**config.mk**
```make
export PLATFORM = sky130hd
export DESIGN_NAME = esc_frame_decoder
export DESIGN_NICKNAME = d
export VERILOG_FILES = /design/src/rtl/esc_frame_pkg.sv /design/src/rtl/esc_unstuff.sv /design/src/rtl/frame_tracker.sv /design/src/rtl/beat_reg.sv /design/src/rtl/esc_frame_decoder.sv
export SDC_FILE = /design/constraint.sdc
export NUM_CORES = 1
export LEC_CHECK = 0
export BUFFER_PORTS_ARGS = -buffer_cell sky130_fd_sc_hd__buf_2
export CAP_MARGIN = 40
export CORE_MARGIN = 2
export CORE_UTILIZATION = 32
export CTS_BUF_LIST = sky130_fd_sc_hd__clkbuf_8 sky130_fd_sc_hd__clkbuf_16
export DETAILED_ROUTE_END_ITERATION = 6
export PLACE_DENSITY_LB_ADDON = 0.3
export SLEW_MARGIN = 10
export SYNTH_ARGS = -nofsm -noshare
export SYNTH_HDL_FRONTEND = slang
export SYNTH_SLANG_ARGS = --single-unit
```
**constraint.sdc**
```tcl
create_clock -name clk -period 5.7 [get_ports clk]
set_input_delay 1.14 -clock clk [delete_from_list [all_inputs] [get_ports clk]]
set_output_delay 1.14 -clock clk [all_outputs]
set_load 0.03 [all_outputs]
```
**src/rtl/esc_frame_pkg.sv**
```systemverilog
package esc_frame_pkg;

   typedef enum logic [1:0] {
      ST_HUNT = 2'd0,
      ST_LEN  = 2'd1,
      ST_BODY = 2'd2,
      ST_CSUM = 2'd3
   } fr_state_e;

   typedef struct packed {
      logic       resync;
      logic       ck_err;
      logic       eof;
      logic       sof;
      logic [7:0] data;
   } beat_t;

   localparam logic [7:0] SUM_GOOD = 8'hFF;

endpackage

```
**src/rtl/esc_unstuff.sv**
```systemverilog
module esc_unstuff #(
   parameter int         DATA_W = 8,
   parameter bit         ESC_EN = 1'b1,
   parameter logic [7:0] DELIM  = 8'h7E,
   parameter logic [7:0] ESC    = 8'h7D,
   parameter logic [7:0] FLIP   = 8'h20
) (
   input  logic              clk,
   input  logic              rst_n,
   input  logic              acc,
   input  logic [DATA_W-1:0] raw,
   input  logic              esc_mode,
   output logic              esc_on,
   output logic              dv,
   output logic [DATA_W-1:0] db,
   output logic              delim_hit
);

   if (DATA_W != 8) begin : g_bad_width
      $error("esc_unstuff: byte stuffing is defined on 8-bit symbols");
   end

   if (ESC_EN) begin : g_esc
      logic pend;
      logic is_delim;
      logic is_esc;

      assign is_delim = (raw == DELIM);
      assign is_esc   = (raw == ESC);
      assign esc_on   = esc_mode;

      always_ff @(posedge clk) begin
         if (!rst_n) begin
            pend <= 1'b0;
         end else if (!esc_mode) begin
            pend <= 1'b0;
         end else if (acc) begin
            pend <= is_esc && !pend;
         end
      end

      assign delim_hit = acc && esc_mode && is_delim;
      assign dv        = acc && !(esc_mode && (is_delim || (is_esc && !pend)));
      assign db        = (esc_mode && pend) ? (raw ^ FLIP) : raw;
   end else begin : g_plain
      assign esc_on    = 1'b0;
      assign delim_hit = 1'b0;
      assign dv        = acc;
      assign db        = raw;
   end

endmodule

```
**src/rtl/frame_tracker.sv**
```systemverilog
module frame_tracker
   import esc_frame_pkg::*;
#(
   parameter int         DATA_W = 8,
   parameter int         LEN_W  = 16,
   parameter logic [7:0] DELIM  = 8'h7E
) (
   input  logic              clk,
   input  logic              rst_n,
   input  logic              acc,
   input  logic [DATA_W-1:0] raw,
   input  logic              esc_on,
   input  logic              dv,
   input  logic [DATA_W-1:0] db,
   input  logic              delim_hit,
   output logic              emit,
   output beat_t             beat
);

   localparam int LEN_BYTES = LEN_W / 8;
   localparam int IDX_W     = (LEN_BYTES > 1) ? $clog2(LEN_BYTES) : 1;
   localparam logic [IDX_W-1:0] LAST_IDX = IDX_W'(LEN_BYTES - 1);

   if ((LEN_W % 8) != 0 || LEN_W < 8) begin : g_bad_len
      $error("frame_tracker: LEN_W must be a whole number of bytes");
   end

   fr_state_e        st, st_n;
   logic [LEN_W-1:0] len_acc, len_acc_n;
   logic [LEN_W-1:0] rem, rem_n;
   logic [IDX_W-1:0] idx, idx_n;
   logic [7:0]       sum, sum_n;
   logic             first, first_n;
   logic             delim_ev;
   logic             data_ev;
   logic [LEN_W+7:0] len_cat;
   logic [LEN_W-1:0] len_shift;
   logic [7:0]       sum_tot;

   assign delim_ev  = esc_on ? delim_hit : (acc && (st == ST_HUNT) && (raw == DELIM));
   assign data_ev   = dv && !delim_ev;
   assign len_cat   = {len_acc, db};
   assign len_shift = len_cat[LEN_W-1:0];
   assign sum_tot   = sum + db;

   always_comb begin
      st_n      = st;
      len_acc_n = len_acc;
      rem_n     = rem;
      idx_n     = idx;
      sum_n     = sum;
      first_n   = first;
      emit      = 1'b0;
      beat      = '0;
      if (delim_ev) begin
         if (st != ST_HUNT) begin
            emit        = 1'b1;
            beat.resync = 1'b1;
            beat.ck_err = 1'b1;
            beat.eof    = 1'b1;
            beat.sof    = first;
         end
         st_n      = ST_LEN;
         len_acc_n = '0;
         idx_n     = '0;
         sum_n     = '0;
         first_n   = 1'b1;
      end else if (data_ev) begin
         unique case (st)
            ST_HUNT: begin
               st_n = ST_HUNT;
            end
            ST_LEN: begin
               len_acc_n = len_shift;
               if (idx == LAST_IDX) begin
                  rem_n = len_shift;
                  st_n  = (len_shift == '0) ? ST_CSUM : ST_BODY;
               end else begin
                  idx_n = idx + IDX_W'(1);
               end
            end
            ST_BODY: begin
               emit      = 1'b1;
               beat.data = db;
               beat.sof  = first;
               first_n   = 1'b0;
               sum_n     = sum_tot;
               rem_n     = rem - LEN_W'(1);
               if (rem == LEN_W'(1)) begin
                  st_n = ST_CSUM;
               end
            end
            ST_CSUM: begin
               emit        = 1'b1;
               beat.data   = db;
               beat.sof    = first;
               beat.eof    = 1'b1;
               beat.ck_err = (sum_tot != SUM_GOOD);
               first_n     = 1'b0;
               st_n        = ST_HUNT;
            end
            default: st_n = ST_HUNT;
         endcase
      end
   end

   always_ff @(posedge clk) begin
      if (!rst_n) begin
         st      <= ST_HUNT;
         len_acc <= '0;
         rem     <= '0;
         idx     <= '0;
         sum     <= '0;
         first   <= 1'b0;
      end else begin
         st      <= st_n;
         len_acc <= len_acc_n;
         rem     <= rem_n;
         idx     <= idx_n;
         sum     <= sum_n;
         first   <= first_n;
      end
   end

endmodule

```
**src/rtl/beat_reg.sv**
```systemverilog
module beat_reg
   import esc_frame_pkg::*;
(
   input  logic  clk,
   input  logic  rst_n,
   input  logic  load,
   input  beat_t beat_in,
   input  logic  out_ready,
   output logic  out_valid,
   output beat_t beat_q,
   output logic  free
);

   always_ff @(posedge clk) begin
      if (!rst_n) begin
         out_valid <= 1'b0;
         beat_q    <= '0;
      end else if (load) begin
         out_valid <= 1'b1;
         beat_q    <= beat_in;
      end else if (out_ready) begin
         out_valid <= 1'b0;
      end
   end

   assign free = !out_valid || out_ready;

endmodule

```
**src/rtl/esc_frame_decoder.sv**
```systemverilog
module esc_frame_decoder
   import esc_frame_pkg::*;
#(
   parameter int         DATA_W = 8,
   parameter int         LEN_W  = 16,
   parameter bit         ESC_EN = 1'b1,
   parameter logic [7:0] DELIM  = 8'h7E,
   parameter logic [7:0] ESC    = 8'h7D,
   parameter logic [7:0] FLIP   = 8'h20
) (
   input  logic              clk,
   input  logic              rst_n,
   input  logic              esc_mode,
   input  logic              in_valid,
   input  logic [DATA_W-1:0] in_data,
   output logic              in_ready,
   output logic              out_valid,
   input  logic              out_ready,
   output logic [DATA_W-1:0] out_data,
   output logic              out_sof,
   output logic              out_eof,
   output logic              out_ck_err,
   output logic              out_resync
);

   if (DATA_W != 8) begin : g_bad_width
      $error("esc_frame_decoder: DATA_W must be 8");
   end

   logic              acc;
   logic              esc_on;
   logic              dv;
   logic [DATA_W-1:0] db;
   logic              delim_hit;
   logic              emit;
   beat_t             beat_n;
   beat_t             beat_q;
   logic              free;

   assign acc      = in_valid && free;
   assign in_ready = free;

   esc_unstuff #(
      .DATA_W (DATA_W),
      .ESC_EN (ESC_EN),
      .DELIM  (DELIM),
      .ESC    (ESC),
      .FLIP   (FLIP)
   ) u_unstuff (
      .clk       (clk),
      .rst_n     (rst_n),
      .acc       (acc),
      .raw       (in_data),
      .esc_mode  (esc_mode),
      .esc_on    (esc_on),
      .dv        (dv),
      .db        (db),
      .delim_hit (delim_hit)
   );

   frame_tracker #(
      .DATA_W (DATA_W),
      .LEN_W  (LEN_W),
      .DELIM  (DELIM)
   ) u_track (
      .clk       (clk),
      .rst_n     (rst_n),
      .acc       (acc),
      .raw       (in_data),
      .esc_on    (esc_on),
      .dv        (dv),
      .db        (db),
      .delim_hit (delim_hit),
      .emit      (emit),
      .beat      (beat_n)
   );

   beat_reg u_out (
      .clk       (clk),
      .rst_n     (rst_n),
      .load      (acc && emit),
      .beat_in   (beat_n),
      .out_ready (out_ready),
      .out_valid (out_valid),
      .beat_q    (beat_q),
      .free      (free)
   );

   assign out_data   = beat_q.data;
   assign out_sof    = beat_q.sof;
   assign out_eof    = beat_q.eof;
   assign out_ck_err = beat_q.ck_err;
   assign out_resync = beat_q.resync;

endmodule

```
==> impl_metrics.tcl, run 1 <==
set metrics [dict create \
    gp_congestion 0.800 \
    rrSetupSlack_ps 3180 \
    yosysTopAreaCell "dfxtp_1" \
    ios 27 \
    multi_input_area_um2 1700 \
    dp_cells 456 \
    cts-resized-gates 0 \
    initial_core_util 0.327 \
    row_count 34 \
    die-height_um 98.0 \
    synth_warnings 0 \
    syn-num-nets 362 \
    place_area_um2 3020 \
    stdcell_count 464 \
    min_path_type "register to register" \
    power_density_nw_per_um2 193 \
    min_period_ps 3060 \
    total_leakage_power_nw 1.32 \
    critPathRequiredTime_ps 5870 \
    vias 2496 \
    synth.area.top_cells "dfxtp_1 35%, nor2_1 6.4%, ha_1 5.8%, mux2i_1 4.6%, a21oi_1 3.5%" \
    wl_per_cell_um 15.3 \
    vias_per_cell 5.38 \
    port_buffers 26 \
    ctsHoldBuffers 0 \
    power.switching_w 0.000151 \
    avgSynthCellArea_um2 8.44 \
    hp-start "u_unstuff.g_esc.pend" \
    synthCells 335 \
    rsz0062_at_grt "no" \
    synthTopCellsByCount "50 x dfxtp_1, 48 x nor2_1, 25 x nand2_1" \
    crit_path_end_kind "register" \
    drive_gt1_frac 0.135 \
    synth.yosys.seq_area_share 0.354 \
    cts.sinks 50 \
    p_total_w 0.000600 \
    switching_share 0.251 \
    slew_violations 0 \
    drtPass1Iterations 4 \
    wirelength_um 7080 \
    cap_violations 0 \
    cts_tree "built" \
    grt_pass1_vias 2362 \
    setup_viol 0 \
    drt-initial-drc-count 125 \
    die_x_um 98.0 \
    min_delay_worst_endpoint "u_unstuff.g_esc.pend" \
    syn2layout_area_growth_pct 10.0 \
    timing.rr.end "u_track.sum[6]" \
    core-area_um2 8640 \
    nets 382 \
    timing_hold_violations_final 0 \
    post_cts_buffers 0 \
    synth_most_common_cell "dfxtp_1" \
    num_antenna_cells 0 \
    worstPathMaxFanout 9 \
    cts_buffers 5 \
    design_area_um2 3110 \
    dp_hpwl_um 4970 \
    track_usage 0.150 \
    r2r_cells 8 \
    async_flop_share 0 \
    n_fill_cell 900 \
    synth_ff_type "dfxtp_1" \
    finClkSkew_ps 8.19 \
    synth_edf_count 0 \
    startpoint_type "primary input" \
    hold_depth 2 \
    power_frac_clock 0.343 \
    relSlewSlack 0.554 \
    design.die.area_um2 9600 \
    fmax_mhz 326 \
    ys_ff_latch 50 \
    clk_pin_slew_worst_paths_ps 90 \
    tightestPinTransition_ps 667 \
    critPathArrivalTime_ps 3240 \
    clk_latency_ps 300 \
    yosys.area.top_type_share 0.354 \
    antenna_found_initial 0 \
    seqPwrFrac 0.583 \
    synthDistinctLibCells 59 \
    tns_ps 0 \
    grt_max_degree 30 \
    cts-root-buf "clkbuf_8" \
    rr_startpoint "u_track.st[0]" \
    status "finished clean" \
    cts_max_level 2 \
    combPwrFrac 0.075 \
    ctsLongestPathBuffers 2 \
    critical_path_class "primary input to register" \
    grt.overflow.total 0 \
    route.detailed.drc 0 \
    intPower_w 0.000449 \
    ir_drop_mv 0.101 \
    grt_pass1_wl_um 11900 \
    synth_area_um2 2830 \
    seqCellArea_um2 1000 \
    fin_crit_sh 0.537 \
    ant_nets 0 \
]
-- state kept, by name (all words and copies together) (netlist names) --
register and count:
u_out.out_valid 1, u_track.sum 8, u_track.rem 16, u_unstuff.g_esc.pend 1, u_track.st 2, u_track.idx 1, u_out.beat_q 12, u_track.len_acc 8
u_track.first 1
-- cells by family (layout without fill, tap and decap cells) --
logic type | after synthesis | in the layout | synth area share
compound gates | 97 | 97 | 0.240
xor+xnor | 7 | 7 | 0.0217
fa+ha+maj | 14 | 14 | 0.0646
buf+inv | 27 | 48 | 0.0452
flops | 50 | 50 | 0.354
mux | 13 | 13 | 0.0460
simple gates | 127 | 127 | 0.228
-- per-layer routing --
layer,track usage,share of wire
met2,0.243,0.46
met3,0.0222,0.043
met5,0,0
met4,0.0299,0.0068
met1,0.215,0.49
-- through the flow --
stage / setup WS, ps / hold WS, ps / util
after floorplan: 2760 / 440 / -
after global placement: 2380 / 453 / 0.350
after detailed placement: 2290 / 458 / 0.350
after CTS: 2630 / 473 / 0.360
after global routing: 2440 / 494 / 0.360
final: 2640 / 472 / 0.360
-- final cells by class --
class                      instances  area share
multi-input combinational        258       0.546
inverter                          12      0.0145
timing repair buffer              28      0.0467
clock inverter                     3     0.00563
tap                              108      0.0434
clock buffer                       5      0.0221
sequential                        50       0.322
-- cells in the final DEF (no fill, tap or decap), types with 2 or more instances in the layout --
cell type,instances
a211o_1,2
a211oi_1,2
a21boi_0,5
a21oi_1,20
a22o_1,7
a22oi_1,4
a31oi_1,5
a41oi_1,2
and2_1,4
and3_1,3
buf_2,26
buf_4,2
clkbuf_8,5
dfxtp_1,50
ha_1,13
inv_1,12
mux2i_1,13
nand2_1,25
nand3_1,6
nand4_1,4
nand4b_1,2
nor2_1,48
nor2b_1,5
nor3_1,5
nor3b_1,3
nor4_1,8
o21a_1,7
o21ai_0,16
o21bai_1,2
o221a_2,4
o22ai_1,5
o2bb2ai_1,3
o31ai_1,3
or2_2,2
or4_1,3
xnor2_1,3
xor2_1,4
-- worst max-delay path by stage --
stage / from / end / slack [ps] / depth (start not counted)
3_3_place_gp: esc_mode / u_track.sum[6] / 2380 / 9
5_1_grt: esc_mode / u_track.sum[6] / 2440 / 9
2_1_floorplan: out_ready / u_out.beat_q[5] / 2760 / 7
6_report: esc_mode / u_track.sum[6] / 2640 / 9
3_5_place_dp: esc_mode / u_track.sum[6] / 2290 / 9
4_1_cts: esc_mode / u_track.sum[6] / 2630 / 9
-- critical path, stage by stage --
cell and delay, ps:
buf_2 160, nand2_1 90, xnor2_1 470, ha_1 390
and3_1 180, a211o_1 260, a311oi_1 280, o21ai_0 110
nor2b_1 140
-- power groups by stage --
stage	combinational (W)	clock [W]	sequential, W
floorplan	0.0000296	0	0.000358
global placement	0.0000445	0	0.000358
detailed placement	0.0000447	0	0.000358
CTS	0.0000448	0.000216	0.000350
global route	0.0000497	0.000225	0.000350
finish	0.0000449	0.000206	0.000350
Power figures use the tool's default switching activity.
==> inputs of run 2 (changes only) <==
clock period = 2.5 ns   (was 5.7 ns; I/O delays follow)
==> run 2 against run 1 <==
Effect of this change:
- via count increased by 3.3%
- largest cell class unchanged
- highest routed layer unchanged
- wire length increased by 0.69%
- clock-buffer cell count increased by 1
==> impl_metrics.tcl, run 2 (synthesized netlist as in run 1, its figures left out) <==
set metrics [dict create \
    min_period_ps 2130 \
    vias_per_cell 5.44 \
    timing_hold_violations_final 0 \
    cts.sinks 50 \
    clk_latency_ps 310 \
    cp_num_buf_inv 0 \
    clk_pin_slew_worst_paths_ps 90 \
    cpPeakStageDelay_ps 660 \
    fin_ws_ps 370 \
    grt_pass1_vias 2407 \
    route.detailed.drc 0 \
    nets 392 \
    cts-resized-gates 0 \
    post_cts_buffers 0 \
    status "finished clean" \
    cts_tree "built" \
    critPathRequiredTime_ps 2750 \
    drt-initial-drc-count 111 \
    cap_violations 0 \
    multi_input_area_um2 1700 \
    cts_max_level 2 \
    startpoint_type "register" \
    fmax_mhz 469 \
    die_x_um 98.0 \
    core-area_um2 8640 \
    ant_nets 0 \
    tns_ps 0 \
    initial_core_util 0.327 \
    slew_violations 0 \
    critical_path_class "register to register" \
    dp_hpwl_um 5160 \
    final_common_cell "dfxtp_1" \
    critPathArrivalTime_ps 2380 \
    cp_slowest_cell "or4_1" \
    crit_path_end_kind "register" \
    drive_gt1_frac 0.158 \
    crit_chain "or4_1, nor4_1, nand2_1, o2bb2ai_1, a22oi_1, nor2b_1" \
    largest_register_ffs 16 \
    min_path_type "register to register" \
    port_buffers 26 \
    worstPathMaxFanout 7 \
    track_usage 0.153 \
    regMostFlops "u_track.rem" \
    seqCellArea_um2 1000 \
    final_cell_mix "50 x dfxtp_1, 48 x nor2_1, 26 x buf_2" \
    antenna_found_initial 0 \
    total_leakage_power_nw 1.37 \
    ir_drop_mv 0.241 \
    rsz0062_at_grt "no" \
    design.die.area_um2 9600 \
    p_total_w 0.00140 \
    ios 27 \
    wirelength_um 7130 \
    syn2layout_area_growth_pct 12.9 \
    ctsHoldBuffers 0 \
    grt_max_degree 29 \
    num_antenna_cells 0 \
    cts-root-buf "clkbuf_8" \
    drtPass1Iterations 4 \
    grt.overflow.total 0 \
    top_regs "u_track.rem x16, u_out.beat_q x12" \
    tightestPinTransition_ps 537 \
    vias 2579 \
    post-place-ws_ps 75.9 \
    relSlewSlack 0.639 \
    ctsLongestPathBuffers 2 \
    grt_pass1_wl_um 12000 \
    crit_family "simple AND/OR/NAND/NOR gates" \
    cts_buffers 5 \
    setup_viol 0 \
    row_count 34 \
    die-height_um 98.0 \
    finClkSkew_ps 5.08 \
    n_fill_cell 922 \
    wl_per_cell_um 15.0 \
    power_density_nw_per_um2 440 \
    gp_congestion 0.801 \
    fin_crit_sh 0.852 \
]
-- run 2: cell count changes in the layout (fill, tap and decap cells not counted) --
cell      delta
clkbuf_8     +1
clkinv_4     -1
buf_4       +10
-- run 2: routing by layer --
metal	part of all wire	global-route usage	up-vias
met5	0	0	-
met2	0.46	0.243	46
li1	-	-	1289
met4	0.012	0.0427	0
met3	0.028	0.0265	9
met1	0.50	0.215	1235
-- run 2: area by class of cell --
| cell class | count | share of cell area |
|---|---|---|
| sequential | 50 | 0.314 |
| clock inverter | 2 | 0.00275 |
| multi-input combinational | 258 | 0.532 |
| timing repair buffer | 38 | 0.0690 |
| inverter | 12 | 0.0141 |
| tap | 108 | 0.0424 |
| clock buffer | 6 | 0.0259 |
-- run 2: metrics by stage --
| step | util | area [µm²] | hold slack, ps | std cells |
|---|---|---|---|---|
| after floorplan | - | 2830 | 440 | 335 |
| after global placement | 0.359 | 3100 | 452 | 466 |
| after detailed placement | 0.359 | 3100 | 455 | 466 |
| after CTS | 0.369 | 3190 | 468 | 474 |
| after global routing | 0.369 | 3190 | 494 | 474 |
| final | 0.369 | 3190 | 471 | 474 |
-- run 2: path summary, 6_finish.rpt --
check	from	end	slack [ps]	depth (start not counted)
max	u_track.rem[0]	u_track.rem[13]	370	6
min	u_unstuff.g_esc.pend	u_unstuff.g_esc.pend	470	2
max reg2reg	u_track.rem[0]	u_track.rem[13]	370	6
min reg2reg	u_unstuff.g_esc.pend	u_unstuff.g_esc.pend	470	2
-- run 2: power by group --
| group | internal (W) | total [W] | leakage [nW] | switching [W] |
|---|---|---|---|---|
| Clock | 0.000220 | 0.000498 | 0.0524 | 0.000278 |
| Sequential | 0.000796 | 0.000797 | 0.402 | 0.000000637 |
| Combinational | 0.0000402 | 0.000110 | 0.917 | 0.0000695 |
| Total | 0.00106 | 0.00140 | 1.37 | 0.000348 |
-- run 2: worst register-to-register path, cell delays in order (launching register included) --
cell	delay [ps]
dfxtp_1	370
or4_1	660
nor4_1	550
nand2_1	140
o2bb2ai_1	160
a22oi_1	100
nor2b_1	100
==> inputs of run 3 (changes only) <==
ABC_AREA = 1   (was unset)
==> run 3 against run 2 <==
Effect of this change:
- hold slack gained 7.8 ps
- fmax up 1.6%
- synthesized cell count is 39% higher
- synthesized area grew 6.3%
- cell count is 28% higher
- sequential power is essentially flat
- die area increased by 6.0%
- via count up 16%
- total power rose by 7.0%
- first-iteration DRC count is 13% higher
- setup slack better by 33 ps
- critical path type unchanged
- critical endpoint is now u_out.beat_q[10]
- largest cell class unchanged
==> impl_metrics.tcl, run 3 <==
set metrics [dict create \
    status "finished clean" \
    ctsHoldBuffers 0 \
    rrSetupSlack_ps 400 \
    p_total_w 0.00150 \
    ios 27 \
    die_x_um 101 \
    rsz0062_at_grt "no" \
    drt-initial-drc-count 125 \
    vias_per_cell 4.93 \
    critical_path_class "register to register" \
    dp_hpwl_um 5960 \
    worstPathMaxFanout 5 \
    startpoint_type "register" \
    crit_family "simple AND/OR/NAND/NOR gates" \
    cp_slowest_cell "dfxtp_1" \
    cts.sinks 50 \
    initial_core_util 0.328 \
    place_area_um2 3270 \
    relSlewSlack 0.603 \
    core-area_um2 9150 \
    slew_violations 0 \
    crit_chain "a21o_1, nand2_1, inv_1, ha_1, nand2_1, inv_1, a21oi_1, nand2_1, nand2_1, nand2_1, nor2_1, nand3_1, nand2_1, a21oi_1" \
    track_usage 0.166 \
    syn2layout_area_growth_pct 12.5 \
    finClkSkew_ps 13.4 \
    grt_max_degree 20 \
    die-height_um 101 \
    stdcell_count 608 \
    cp_num_buf_inv 2 \
    route.detailed.drc 0 \
    cts_tree "built" \
    timing.rr.end "u_out.beat_q[10]" \
    r2r_cells 14 \
    crit_path_end_kind "register" \
    post_cts_buffers 0 \
    min_period_ps 2100 \
    regMostFlops "u_track.rem" \
    port_buffers 26 \
    avgSynthCellArea_um2 6.46 \
    synth.area.top_cells "dfxtp_1 33%, nand2_1 12%, nor2_1 11%, o21ai_0 6.7%, nand3_1 6.3%" \
    cap_violations 0 \
    wl_per_cell_um 13.4 \
    critPathRequiredTime_ps 2690 \
    ir_drop_mv 0.198 \
    power_density_nw_per_um2 445 \
    critPathArrivalTime_ps 2290 \
    setup_viol 0 \
    total_leakage_power_nw 1.67 \
    clk_pin_slew_worst_paths_ps 100 \
    cts_max_level 2 \
    synthDistinctLibCells 38 \
    synthTopCellsByCount "97 x nand2_1, 91 x nor2_1, 50 x dfxtp_1, 50 x inv_1, 40 x o21ai_0" \
    grt_most_used_layer "met2" \
    drtPass1Iterations 4 \
    synth.yosys.seq_area_share 0.333 \
    design.die.area_um2 10200 \
    clk_latency_ps 310 \
    syn-num-nets 492 \
    synth_edf_count 0 \
    synthCells 465 \
    wirelength_um 8160 \
    gr-usage-met3 0.0229 \
    met2_usage 0.273 \
    timing_hold_violations_final 0 \
    ys_ff_latch 50 \
    grt_pass1_wl_um 13600 \
    synth_warnings 0 \
    synth_area_um2 3000 \
    n_fill_cell 983 \
    antenna_found_initial 0 \
    min_path_type "register to register" \
    dp_cells 600 \
    post-place-ws_ps 94.8 \
    grt_pass1_vias 2781 \
    tns_ps 0 \
    design_area_um2 3380 \
    yosysTopAreaCell "dfxtp_1" \
    ant_nets 0 \
    grt.overflow.total 0 \
    cts-resized-gates 0 \
    vias 2996 \
    rr_startpoint "u_unstuff.g_esc.pend" \
    worst_path_most_repeated_cell "nand2_1" \
    drive_gt1_frac 0.123 \
    cts-root-buf "clkbuf_8" \
    fmax_mhz 477 \
    cpPeakStageDelay_ps 360 \
    async_flop_share 0 \
    met1_usage 0.232 \
    cts_buffers 5 \
    num_antenna_cells 0 \
    fin_ws_ps 402 \
    synth_most_common_cell "nand2_1" \
    top_regs "u_track.rem x16, u_out.beat_q x12" \
    ctsLongestPathBuffers 2 \
    final_common_cell "nand2_1" \
    synth_ff_type "dfxtp_1" \
    row_count 35 \
    gp_congestion 0.897 \
    hold_depth 1 \
    min_delay_worst_endpoint "u_track.idx" \
    final_cell_mix "97 x nand2_1, 91 x nor2_1, 50 x inv_1, 50 x dfxtp_1, 40 x o21ai_0" \
    fin_crit_sh 0.839 \
    tightestPinTransition_ps 595 \
    nets 523 \
    yosys.area.top_type_share 0.333 \
    hp-start "u_track.idx" \
    largest_register_ffs 16 \
]
-- run 3: final cells by class --
class | instances | area [µm²] | share of cell area
repair buffers | 36 | 205 | 0.0607
well taps | 111 | 139 | 0.0411
clock buffers | 5 | 68.8 | 0.0204
flip-flops and latches | 50 | 1000 | 0.296
multi-input cells | 350 | 1730 | 0.511
clock inverters | 3 | 40.0 | 0.0118
inverters | 53 | 199 | 0.0588
-- run 3: power by group --
group / internal, W / switching, W / leakage [nW]
logic: 0.0000373 / 0.0000759 / 1.21
registers: 0.000797 / 0.00000133 / 0.403
clock network: 0.000296 / 0.000296 / 0.0579
-- run 3: worst max path at each step --
stage | start | end | slack (ps) | depth (start not counted)
CTS | u_unstuff.g_esc.pend | u_out.beat_q[10] | 400 | 14
finish | u_unstuff.g_esc.pend | u_out.beat_q[10] | 400 | 14
global route | u_unstuff.g_esc.pend | u_out.beat_q[10] | 200 | 14
detailed placement | esc_mode | u_out.beat_q[10] | 90 | 15
floorplan | esc_mode | u_out.beat_q[10] | 580 | 14
global placement | in_data[0] | u_out.beat_q[10] | 120 | 14
-- run 3: cells by family (layout without fill, tap and decap cells) --
kind of cell	after synthesis	after routing	share of synthesized area
DFF	50	50	0.333
AOI/OAI and AO/OA	82	82	0.146
buffers and inverters	65	97	0.0916
and+or+nand+nor	251	251	0.359
xor gates and xnor gates	3	3	0.00875
adders and majority gates	14	14	0.0608
-- run 3: metal layers --
metal | routed length, µm | share of wire
met5 | 0 | 0
met4 | 70 | 0.0086
met3 | 336 | 0.041
met2 | 3780 | 0.46
met1 | 3980 | 0.49
-- run 3: stage by stage --
stage / hold slack [ps] / utilization
after floorplan: 441 / -
after global placement: 453 / 0.357
after detailed placement: 457 / 0.357
after CTS: 481 / 0.369
after global routing: 491 / 0.369
final: 478 / 0.369
